--- config.mk ---
export PLATFORM = sky130hd
export DESIGN_NAME = supv_reset
export DESIGN_NICKNAME = d
export VERILOG_FILES = /design/src/rtl/supv_pkg.sv /design/src/rtl/supv_ms_tick.sv /design/src/rtl/supv_debounce.sv /design/src/rtl/supv_stretch.sv /design/src/rtl/supv_reset.sv
export SDC_FILE = /design/constraint.sdc
export NUM_CORES = 1
export LEC_CHECK = 0
export CAP_MARGIN = 20
export CELL_PAD_IN_SITES_DETAIL_PLACEMENT = 0
export CELL_PAD_IN_SITES_GLOBAL_PLACEMENT = 1
export CORE_ASPECT_RATIO = 1.25
export CORE_MARGIN = 5
export CORE_UTILIZATION = 35
export CTS_CLUSTER_DIAMETER = 120
export CTS_CLUSTER_SIZE = 40
export DETAILED_ROUTE_END_ITERATION = 10
export DONT_BUFFER_PORTS = 1
export GPL_TIMING_DRIVEN = 1
export HOLD_SLACK_MARGIN = 0.03
export PLACE_DENSITY = 0.68
export SLEW_MARGIN = 5
export SYNTH_ARGS = -nofsm -noshare
export SYNTH_HDL_FRONTEND = slang
export SYNTH_SLANG_ARGS = --single-unit
--- constraint.sdc ---
create_clock -name clk -period 2.6 [get_ports clk]
set_input_delay 0.52 -clock clk [delete_from_list [all_inputs] [get_ports clk]]
set_output_delay 0.52 -clock clk [all_outputs]
set_load 0.01 [all_outputs]
--- src/rtl/supv_pkg.sv ---
package supv_pkg;

    // Current phase of the reset stretcher
    typedef enum logic [1:0] {
        SV_IDLE    = 2'd0,
        SV_HOLD    = 2'd1,
        SV_STRETCH = 2'd2
    } sv_state_e;

    // Conditions that hold the reset
    typedef struct packed {
        logic pwr;
        logic btn;
        logic wdt;
    } hold_src_t;

    // Number of clock cycles in one millisecond, never less than one
    function automatic int unsigned ms_div(input int unsigned clk_hz);
        int unsigned d;
        d = clk_hz / 1000;
        return (d == 0) ? 1 : d;
    endfunction

    // Width of a counter that holds the values 0..n-1
    function automatic int unsigned cnt_w(input int unsigned n);
        return (n <= 2) ? 1 : $clog2(n);
    endfunction

    // Tick count that guarantees a full window: the first tick may land early
    function automatic int unsigned full_ticks(input int unsigned ms);
        return ms + 1;
    endfunction

    // True when any source wants the reset held
    function automatic logic any_hold(input hold_src_t s);
        return s.pwr | s.btn | s.wdt;
    endfunction

endpackage

--- src/rtl/supv_ms_tick.sv ---
module supv_ms_tick #(
    parameter int unsigned DIV = 1000
) (
    input  logic clk,
    input  logic rst,
    output logic tick
);
    import supv_pkg::*;

    generate
        if (DIV <= 1) begin : g_every
            assign tick = 1'b1;
        end else begin : g_div
            localparam int unsigned W = cnt_w(DIV);
            localparam logic [W-1:0] LAST = W'(DIV - 1);
            logic [W-1:0] phase_q;

            always_ff @(posedge clk) begin
                if (rst) begin
                    phase_q <= '0;
                end else if (phase_q == LAST) begin
                    phase_q <= '0;
                end else begin
                    phase_q <= phase_q + 1'b1;
                end
            end

            assign tick = (phase_q == LAST);
        end
    endgenerate

endmodule

--- src/rtl/supv_debounce.sv ---
module supv_debounce #(
    parameter int unsigned SYNC_STAGES = 2,
    parameter int unsigned DEB_TICKS   = 20
) (
    input  logic clk,
    input  logic rst,
    input  logic tick,
    input  logic btn_n,
    output logic pressed
);
    import supv_pkg::*;

    localparam int unsigned CW = cnt_w(DEB_TICKS);
    localparam logic [CW-1:0] LAST = CW'(DEB_TICKS - 1);

    logic [SYNC_STAGES-1:0] sync_q;
    logic                   btn_s;
    logic                   level_q;   // accepted level, 1 = released
    logic [CW-1:0]          run_q;

    // Synchronizer chain, idles at the released level
    generate
        for (genvar i = 0; i < SYNC_STAGES; i++) begin : g_sync
            if (i == 0) begin : g_first
                always_ff @(posedge clk) begin
                    if (rst) sync_q[0] <= 1'b1;
                    else     sync_q[0] <= btn_n;
                end
            end else begin : g_next
                always_ff @(posedge clk) begin
                    if (rst) sync_q[i] <= 1'b1;
                    else     sync_q[i] <= sync_q[i-1];
                end
            end
        end
    endgenerate

    assign btn_s = sync_q[SYNC_STAGES-1];

    // A new level is accepted once it has differed for DEB_TICKS ticks
    always_ff @(posedge clk) begin
        if (rst) begin
            level_q <= 1'b1;
            run_q   <= '0;
        end else if (btn_s == level_q) begin
            run_q <= '0;
        end else if (tick) begin
            if (run_q == LAST) begin
                level_q <= btn_s;
                run_q   <= '0;
            end else begin
                run_q <= run_q + 1'b1;
            end
        end
    end

    assign pressed = ~level_q;

endmodule

--- src/rtl/supv_stretch.sv ---
module supv_stretch #(
    parameter int unsigned STRETCH_TICKS = 251
) (
    input  logic                clk,
    input  logic                rst,
    input  logic                tick,
    input  supv_pkg::hold_src_t src,
    output logic                active
);
    import supv_pkg::*;

    localparam int unsigned CW = cnt_w(STRETCH_TICKS);
    localparam logic [CW-1:0] LAST = CW'(STRETCH_TICKS - 1);

    sv_state_e     state_q;
    logic [CW-1:0] cnt_q;
    logic          hold;

    assign hold = any_hold(src);

    always_ff @(posedge clk) begin
        if (rst) begin
            // Come up in reset and run a full stretch
            state_q <= SV_STRETCH;
            cnt_q   <= '0;
        end else if (hold) begin
            state_q <= SV_HOLD;
            cnt_q   <= '0;
        end else if (state_q != SV_IDLE) begin
            state_q <= SV_STRETCH;
            if (tick) begin
                if (cnt_q == LAST) begin
                    state_q <= SV_IDLE;
                    cnt_q   <= '0;
                end else begin
                    cnt_q <= cnt_q + 1'b1;
                end
            end
        end
    end

    assign active = (state_q != SV_IDLE);

endmodule

--- src/rtl/supv_reset.sv ---
module supv_reset #(
    parameter int unsigned CLK_HZ      = 1_000_000,
    parameter int unsigned STRETCH_MS  = 250,
    parameter int unsigned DEBOUNCE_MS = 20
) (
    input  logic clk,
    input  logic rst,
    input  logic pwr_fail_i,
    input  logic tol_sel_i,
    input  logic pb_n_i,
    input  logic wdt_req_i,
    output logic tol_sel_o,
    output logic rst_o,
    output logic rst_n_o
);
    import supv_pkg::*;

    localparam int unsigned TICK_DIV      = ms_div(CLK_HZ);
    localparam int unsigned STRETCH_TICKS = full_ticks(STRETCH_MS);

    logic      ms_tick;
    logic      btn_pressed;
    logic      rst_act;
    hold_src_t src;

    supv_ms_tick #(.DIV(TICK_DIV)) u_tick (
        .clk  (clk),
        .rst  (rst),
        .tick (ms_tick)
    );

    supv_debounce #(.SYNC_STAGES(2), .DEB_TICKS(DEBOUNCE_MS)) u_deb (
        .clk     (clk),
        .rst     (rst),
        .tick    (ms_tick),
        .btn_n   (pb_n_i),
        .pressed (btn_pressed)
    );

    always_comb begin
        src.pwr = pwr_fail_i;
        src.btn = btn_pressed;
        src.wdt = wdt_req_i;
    end

    supv_stretch #(.STRETCH_TICKS(STRETCH_TICKS)) u_str (
        .clk    (clk),
        .rst    (rst),
        .tick   (ms_tick),
        .src    (src),
        .active (rst_act)
    );

    assign rst_o     = rst_act;
    assign rst_n_o   = ~rst_act;
    assign tol_sel_o = tol_sel_i;

endmodule

# == After elaboration in Yosys (flattened, before gate mapping) ==
# Cells that the tools add are included.
# totals
register_bits,28
output_inout_bits,3
wordCells,32
in_bits,6
# op_classes
mux,6
bitwise_logic,5
n_addsub,3
n_reduce_logical,7
eq_ne,4
# ops
op,n
$add A10 B1 Y10 const B,1
$eq A10 B10 Y1 const B,1
$add A8 B1 Y8 const B,1
$eq A8 B8 Y1 const B,1
$mux W2,4
$mux W8,1
$reduce_or A2 Y1,3
$add A5 B1 Y5 const B,1
$eq A5 B5 Y1 const B,1
$mux W5,1
$reduce_bool A2 Y1,2
$not A1 Y1,3
$reduce_and A3 Y1,1
$or A1 B1 Y1,2
$reduce_and A2 Y1,1
$eq A1 B1 Y1,1

# == Depth between registers and ports, before layout ==
# Gate-level depths: netlist (run 1).
# logic_depth
depth_word,5
depth_mapped,6
ltp_nobuf,6

# == Modules after synthesis ==
# A second synthesis (run 1) with hierarchy kept.
# unflattened
hier_cells,147
area_unflattened_um2,1353.8
# by_module_without_submodules
mod,instances,cells_each,seq_area_each_um2,area_each_um2
supv_stretch,1,54,200.2,505.5
supv_ms_tick,1,56,200.2,490.5
supv_debounce,1,35,160.2,346.6
supv_reset,1,2,0.0,11.3

# == Least setup slack after synthesis (run 1) ==
# OpenSTA, ideal clock, no wires.
# synth_path
path_type,reg-to-reg
startpoint,register u_tick.g_div.phase_q[0]
endpoint,register u_str.cnt_q[5]
slack_ns,0.694
t_arrival_ns,1.838
path_stages_with_launch,7
t_required_ns,2.531
setup_ns,0.069
synth_period_minus_slack_ns,1.906
path_buffers,1
path_cell_list,dfxtp_1 > ha_1 > nand2_2 > or4_1 > buf_2 > or4_1 > o21ai_1
# synth_via
elab_chain_len,2
# synth_lines
item,line_no,source
from (decl),supv_ms_tick.sv:16,logic [W-1:0] phase_q;
from (signal assigned),supv_ms_tick.sv:24,phase_q <= phase_q + 1'b1;
$eq A10 B10 Y1,supv_ms_tick.sv:28,assign tick = (phase_q == LAST);
$reduce_and A2 Y1 (no line),n/a,
to (signal assigned),supv_stretch.sv:36,cnt_q <= cnt_q + 1'b1;
to (decl),supv_stretch.sv:16,logic [CW-1:0] cnt_q;
# No other way between the ends.
# A chain may end at the register's enable or synchronous reset.

# == Worst setup path in the final report (run 1) ==
# Same ends and word-level chain as after synthesis.

==> reports/metrics.sh, run 1 <==
POST_ROUTE_CELLS_DRIVE_ABOVE_1_SHARE_PCT=8.11
DRT-WIRELENGTH-PER-CELL_UM=13.0
HOLD_PATH.CLASS='input port to register'
LAYOUT.CELLS.NON_FILLER=187
AREA_GROWTH_PCT=5.58
TIMING.FINAL.MAX_SLEW_VIOLATIONS=0
TIGHTESTPINTRANSITION_PS=915
DIE_H_UM=78.2
WORST_SETUP_HOLD_PATH_CLK_SLEW_PS=90
TIMING_HOLD_VIOLATIONS_FINAL=0
YS_FF_LATCH=28
CTS_BUFFERS=3
CRIT_REQUIRED_PS=2810
DR_VIAS=1009
POST_SYNTH_INSTANCE_AREA_UM2=1300
MIN_DELAY_PATH_DEPTH=1
CRITPATHKIND='register to register'
SYNTHFLOPTYPE='sky130_fd_sc_hd__dfxtp_1'
COUNT_OF_INSTANCES_RESIZED_AFTER_THE_CLOCK_TREE_IS_BUILT=0
CTS_NUM_SINKS=28
END_KIND='register'
WORST_IR_DROP_VDD_mV=0.256
CLOCK_TREE_FROM_TRITONCTS='built'
STD_CELL_ROWS=24
POSTROUTEANTENNANETS=0
MAX_CLK_RATE_GHz=0.481
POST_CTS_HOLD_BUFFER_COUNT=0
CLOCK_TREE_BUFFER_DEPTH=2
REGTOREGSTARTPOINT='u_tick.g_div.phase_q[0]'
HOLD_PATH.STARTPOINT='rst'
GRT_START_MAX_NET_PINS=15
SYN_AREA_PER_CELL_UM2=8.73
CRITICAL_PATH.MAX_FANOUT=9
FIN_NETS=160
VIASPERCELL=5.40
POWER.STATIC_LEAKAGE_nW=0.421
CTS-HTREE-LEVELS=1
NETLIST_INSTANCES=149
SLEW-LIMIT-HEADROOM_PCT=38.2
POST-CTS-SETUP-BUFFER-COUNT=0
WORST_SETUP_PATH_START_KIND='register'
POWER_DENSITY_CELLS_nW_PER_UM2=504
GRT.OVERFLOW.TOTAL=0
SYNTH_CELL_TYPES=36
TIMING.CLOCK.SKEW_PS=1.10
ANTENNA_FOUND_INITIAL=0
WORST_R2R_ENDPOINT='u_str.cnt_q[5]'
STATUS='finished clean'
TIMING.FINAL.CRIT_SHARE_PCT=80.0
REPORT.POWER.TOTAL_W=0.000693
CELL_CHOSEN_FOR_THE_CLOCK_ROOT='sky130_fd_sc_hd__clkbuf_8'
SETUP-TNS-FINAL_PS=0
GRT_SETUP_UNREPAIRED='false'
PROPORTION_OF_SYNTHESIZED_CHIP_AREA_IN_SEQUENTIAL_CELLS_PCT=43.1
WL_MM=2.43
NUMBER_OF_GLOBAL_ROUTE_VIAS_BEFORE_REPAIR=996
HOLD-PATH-ENDPOINT='u_str.state_q[0]'
YOSYS.AREA.TOP_TYPE_SHARE_PCT=43.1
CRITICAL_PATH_ARRIVAL_PS=2290
FLOORPLAN.INITIALDENSITY_PCT=36.7
DP_WIRELENGTH_MM=1.80
ANTENNA_CELLS_INSERTED=0
PLACE_CONGESTION=0.755
DIE_AREA_UM2=5040
NETLIST_TOP_CELLS_AREA='sky130_fd_sc_hd__dfxtp_1 (43%), sky130_fd_sc_hd__nor2_1 (6.1%), sky130_fd_sc_hd__xnor2_1 (4.7%)'
YOSYSTOPAREACELL='sky130_fd_sc_hd__dfxtp_1'
FIRST_PASS_GRT_WIRE_LENGTH_MM=4.33
SYNTH_EDF_COUNT=0
PLACE.PORT_BUFFERS=0
POST-ROUTE-DRC-COUNT=0
PLACEDCELLCOUNT=184
YS_ASYNC_SR_FRACTION_PCT=0
SETUP_VIOLATIONS=0
R2R_CELLS=5
TIMING.MAX_CAP.VIOLATIONS=0
GRT_UTIL_ALL_LAYERS_PCT=10.7
DIE_WIDTH_UM=64.5
SYNTH_FP_NETS=159
WORSTSKEWPAIRLATENCY_PS=270
DR.PASS1.ITERS=4
DRT_ITER0_MARKERS=51
SETUP.REG_TO_REG.WORST_SLACK_PS=520
FINALCRITICALPERIOD_PS=2080
CORE_UM2=3540
IO_PINS=9
YOSYSWARNINGCOUNT=0
[layer usage]
metal  up-vias  track usage (%)  wire (µm)
li1        523                -          -
met1       477             12.1       1100
met2         7             19.2       1250
met3         2             2.14         60
met4         0             4.44         29
met5         -                0          0
[power breakdown]
| group | switching (W) | total, W | leakage [nW] | internal (W) |
|---|---|---|---|---|
| Combinational | 0.0000140 | 0.0000227 | 0.172 | 0.00000873 |
| Clock | 0.000125 | 0.000229 | 0.0216 | 0.000104 |
| Sequential | 0.00000499 | 0.000441 | 0.227 | 0.000436 |
[sequential cells by signal (all words and copies together) (netlist names)]
| signal | cells |
|---|---|
| u_str.state_q | 2 |
| u_deb.run_q | 5 |
| u_deb.level_q | 1 |
| u_str.cnt_q | 8 |
| u_deb.btn_s | 1 |
| u_tick.g_div.phase_q | 10 |
| u_deb.sync_q | 1 |
[cells by family (layout without fill, tap and decap cells)]
kind of cell	after synthesis	after routing	share of synthesized area, %
AO/OA/AOI/OAI	23	23	9.71
flip-flops	28	28	43.1
buffers and inverters	10	9	3.37
XOR/XNOR	10	10	6.73
adder cells (fa/ha/maj)	4	4	3.85
AND/OR/NAND/NOR	71	71	31.0
multiplexers	3	3	2.31
[through the flow]
stage / hold slack (ps) / setup WS [ps] / util (%) / cell area [µm²]
6_report: 308 / 520 / 38.8 / 1370
5_1_grt: 295 / 394 / 38.8 / 1370
4_1_cts: 300 / 509 / 38.8 / 1370
3_5_place_dp: 398 / 526 / 37.6 / 1330
3_3_place_gp: 398 / 590 / 37.6 / 1330
2_1_floorplan: 389 / 694 / - / 1300
[cell usage in the layout, fill, tap and decap left out, drive strengths merged]
cell	netlist	routed
nor2	21	21
clkbuf	2	3
nor4	3	3
xnor2	7	7
nand2	9	9
a31o	1	1
nand4	1	1
nand4b	2	2
and3b	1	1
nor4bb	1	1
mux2i	3	3
a211oi	1	1
nor4b	1	1
a31oi	2	2
and3	2	2
nand4bb	1	1
nand3b	7	7
dfxtp	28	28
xor2	3	3
or2	3	3
ha	4	4
inv	5	5
nand3	9	9
and4	1	1
buf	3	1
or4	3	3
o31ai	1	1
o21ai	7	7
nor3	4	4
a21oi	11	11
nand2b	2	2
[worst max path at each step]
| stage | cells past startpoint | slack (ps) | endpoint | startpoint |
|---|---|---|---|---|
| 6_report | 5 | 520 | u_str.cnt_q[5] | u_tick.g_div.phase_q[0] |
| 3_3_place_gp | 5 | 590 | u_str.cnt_q[6] | u_tick.g_div.phase_q[0] |
| 2_1_floorplan | 6 | 690 | u_str.cnt_q[5] | u_tick.g_div.phase_q[0] |
| 4_1_cts | 5 | 510 | u_str.cnt_q[5] | u_tick.g_div.phase_q[0] |
| 3_5_place_dp | 5 | 530 | u_str.cnt_q[5] | u_tick.g_div.phase_q[0] |
| 5_1_grt | 5 | 390 | u_str.cnt_q[5] | u_tick.g_div.phase_q[0] |
[layout make-up]
| cell class | count | area [µm²] |
|---|---|---|
| Tap cell | 39 | 48.8 |
| Timing Repair Buffer | 1 | 7.51 |
| Fill cell | 379 | 2170 |
| Sequential cell | 28 | 561 |
| Multi-Input combinational cell | 111 | 697 |
| Inverter | 5 | 18.8 |
| Clock buffer | 3 | 41.3 |
[cell usage after synthesis, drive strengths merged, types with 4 or more instances]
master,number
xnor2,7
nor3,4
dfxtp,28
nand3b,7
nand2,9
inv,5
nor2,21
a21oi,11
nand3,9
o21ai,7
ha,4
[critical path: stages, from the launching register on]
cell and delay, ps:
sky130_fd_sc_hd__dfxtp_1 380, sky130_fd_sc_hd__ha_1 250, sky130_fd_sc_hd__nand2_2 120, sky130_fd_sc_hd__or4_1 670
sky130_fd_sc_hd__or4_1 520, sky130_fd_sc_hd__o21ai_1 80
Power figures use the tool's default switching activity.
==> run 2: changes to the inputs <==
--- a/config.mk
+++ b/config.mk
@@ -17,7 +17,7 @@
 export DONT_BUFFER_PORTS = 1
 export GPL_TIMING_DRIVEN = 1
 export HOLD_SLACK_MARGIN = 0.03
-export PLACE_DENSITY = 0.68
+export PLACE_DENSITY = 0.71
 export SLEW_MARGIN = 5
 export SYNTH_ARGS = -nofsm -noshare
 export SYNTH_HDL_FRONTEND = slang
==> constraint.sdc (replaced) <==
create_clock -name clk -period 1.9 [get_ports clk]
set_input_delay 0.38 -clock clk [delete_from_list [all_inputs] [get_ports clk]]
set_output_delay 0.38 -clock clk [all_outputs]
set_load 0.01 [all_outputs]
==> run 2 against run 1 <==
  * Critical endpoint unchanged
  * Die area stayed put
  * Largest cell class unchanged
  * Wire length is 1.1% lower
  * Clock-buffer cell count stayed put
  * Non-clock buffer count is 8 higher
==> reports/metrics.sh, run 2 (synthesized netlist as in run 1, its figures left out) <==
STATUS='finished clean'
CORE_UM2=3540  # unchanged
GRT_BUSIEST_LAYER='met2'
CRITICAL_PATH_ARRIVAL_PS=2030  # -260 ps
CRITICAL_PATH_S_MOST_FREQUENT_CELL='sky130_fd_sc_hd__or4_1'
MAX_FLOP_REGISTER='u_tick.g_div.phase_q'
CRIT_REQUIRED_PS=2110  # -700 ps
COUNT_OF_INSTANCES_RESIZED_AFTER_THE_CLOCK_TREE_IS_BUILT=0  # unchanged
DIE_WIDTH_UM=64.5  # unchanged
POST_CTS_HOLD_BUFFER_COUNT=0  # unchanged
GRT_USE_MET3_PCT=2.29  # +0.14 points
CRIT_PATH_CELL_TRACE='ha_2, nand2_2, or4_1, or4_1, o21ai_1'
CLOCK_TREE_BUFFER_DEPTH=2  # unchanged
CELL_CHOSEN_FOR_THE_CLOCK_ROOT='sky130_fd_sc_hd__clkbuf_8'
IO_PINS=9  # unchanged
DRT_ITER0_MARKERS=70  # +37%
DR_VIAS=1043  # +3.4%
GRT_START_MAX_NET_PINS=17  # +2
POST-CTS-SETUP-BUFFER-COUNT=0  # unchanged
REG_TOP3='u_tick.g_div.phase_q: 10 flops, u_str.cnt_q: 8 flops, u_deb.run_q: 5 flops'
DRT-WIRELENGTH-PER-CELL_UM=12.3  # -5.7%
CRITPATHKIND='register to register'
VIASPERCELL=5.32  # -1.4%
END_KIND='register'
SLEW-LIMIT-HEADROOM_PCT=53.4  # +15 points
MOST_FREQUENT_STANDARD_CELL_IN_THE_LAYOUT_EXCLUDING_FILL_AND_TAP_CELLS='sky130_fd_sc_hd__dfxtp_1'
TIMING.FINAL.CRIT_SHARE_PCT=95.7  # +16 points
TIGHTESTPINTRANSITION_PS=689  # -225 ps
NUMBER_OF_GLOBAL_ROUTE_VIAS_BEFORE_REPAIR=971  # -2.5%
ANTENNA_CELLS_INSERTED=0  # unchanged
STD_CELL_ROWS=24  # unchanged
LAYOUT.FILLER_CELLS=371  # -2.1%
WL_MM=2.41  # -1.1%
SETUP.REG_TO_REG.WORST_SLACK_PS=80  # -440 ps
SETUP_VIOLATIONS=0  # unchanged
SETUP-TNS-FINAL_PS=0  # unchanged
POWER.STATIC_LEAKAGE_nW=0.472  # +12%
GRT_MET1_USAGE_PCT=12.6  # +0.46 points
CTS_NUM_SINKS=28  # unchanged
FIN_NETS=168  # +5.0%
GRT.OVERFLOW.TOTAL=0  # unchanged
POST-ROUTE-DRC-COUNT=0  # unchanged
FIRST_PASS_GRT_WIRE_LENGTH_MM=4.20  # -3.0%
TIMING.MAX_CAP.VIOLATIONS=0  # unchanged
CTS-HTREE-LEVELS=1  # unchanged
DIE_AREA_UM2=5040  # unchanged
WORST_IR_DROP_VDD_mV=0.243  # -5.0%
FINALCRITICALPERIOD_PS=1820  # -263 ps
REPORT.POWER.TOTAL_W=0.00111  # +60%
PLACEDCELLCOUNT=192  # +4.3%
AREA_GROWTH_PCT=12.7
PLACE_CONGESTION=0.772  # +2.4%
PLACE.PORT_BUFFERS=0  # unchanged
LAYOUT.CELLS.NON_FILLER=196  # +4.8%
CP_SLOWEST_STAGE_DELAY_PS=540  # -130 ps
LAYOUT.CORE_UTILIZATION_PCT=41.4  # +2.6 points
WORSTSKEWPAIRLATENCY_PS=270  # about the same
FLOORPLAN.INITIALDENSITY_PCT=36.7  # unchanged
SLOWEST_STAGE='sky130_fd_sc_hd__or4_1'
GRT_UTIL_ALL_LAYERS_PCT=10.3  # -0.41 points
WORST_SETUP_HOLD_PATH_CLK_SLEW_PS=100  # about the same
GRT_SETUP_UNREPAIRED='false'
TIMING_HOLD_VIOLATIONS_FINAL=0  # unchanged
POSTROUTEANTENNANETS=0  # unchanged
HOLD_PATH.CLASS='input port to register'
POST_ROUTE_CELLS_DRIVE_ABOVE_1_SHARE_PCT=14.0  # +5.9 points
CRITICAL_PATH.MAX_FANOUT=4  # -5
TIMING.CLOCK.SKEW_PS=4.80  # +3.70 ps
POWER_DENSITY_CELLS_nW_PER_UM2=754  # +50%
DIE_H_UM=78.2  # unchanged
CTS_BUFFERS=3  # unchanged
CLOCK_TREE_FROM_TRITONCTS='built'
MAX_CLK_RATE_GHz=0.550  # +14%
LARGEST_REG_FLOPS=10  # unchanged
DP_WIRELENGTH_MM=1.80  # -0.33%
WORST_SETUP_PATH_START_KIND='register'
MOSTFREQUENTLAYOUTCELLS='sky130_fd_sc_hd__dfxtp_1 (28), sky130_fd_sc_hd__nor2_1 (21), sky130_fd_sc_hd__a21oi_1 (11), sky130_fd_sc_hd__buf_4 (9)'
HOLD_SLACK_PS=160  # -148 ps
DR.PASS1.ITERS=4  # unchanged
GRT.MET2_USAGE_PCT=16.7  # -2.5 points
ANTENNA_FOUND_INITIAL=0  # unchanged
TIMING.FINAL.MAX_SLEW_VIOLATIONS=0  # unchanged
## run 2: worst paths after layout
path                      startpoint               end  cells past startpoint
min reg2reg          u_deb.sync_q[0]       u_deb.btn_s                      1
min                              rst  u_str.state_q[0]                      1
max reg2reg  u_tick.g_div.phase_q[0]    u_str.cnt_q[5]                      5
max          u_tick.g_div.phase_q[0]    u_str.cnt_q[5]                      5
## run 2: per-stage QoR
step	setup slack, ps	cell area [µm²]
2_1_floorplan	14.4	1300
3_3_place_gp	162	1400
3_5_place_dp	104	1400
4_1_cts	81.5	1470
5_1_grt	15.3	1470
6_report	82.5	1470
## run 2: final cells by class
class / instances / area (µm²) / area share [%]
multi-input combinational: 111 / 699 / 47.7
inverter: 5 / 18.8 / 1.28
sequential: 28 / 561 / 38.2
timing repair buffer: 9 / 67.6 / 4.61
clock inverter: 1 / 30.0 / 2.05
clock buffer: 3 / 41.3 / 2.82
tap: 39 / 48.8 / 3.33
## run 2: worst max-delay path: cells and delay by family (launching register included)
family | cells | cell delay, ps
fa+ha+maj | 1 | 210
compound gates | 1 | 80
flops | 1 | 390
simple gates | 3 | 1080
## run 2: where the power goes
part	switching (W)	internal [W]
logic	0.0000202	0.0000162
clock network	0.000184	0.000282
registers	0.00000712	0.000597
total	0.000211	0.000895
## run 2: layer usage
metal	routed length [µm]	share of wire [%]
met1	1120	47
met2	1190	49
met3	70	2.9
met4	24	1.0
met5	0	0
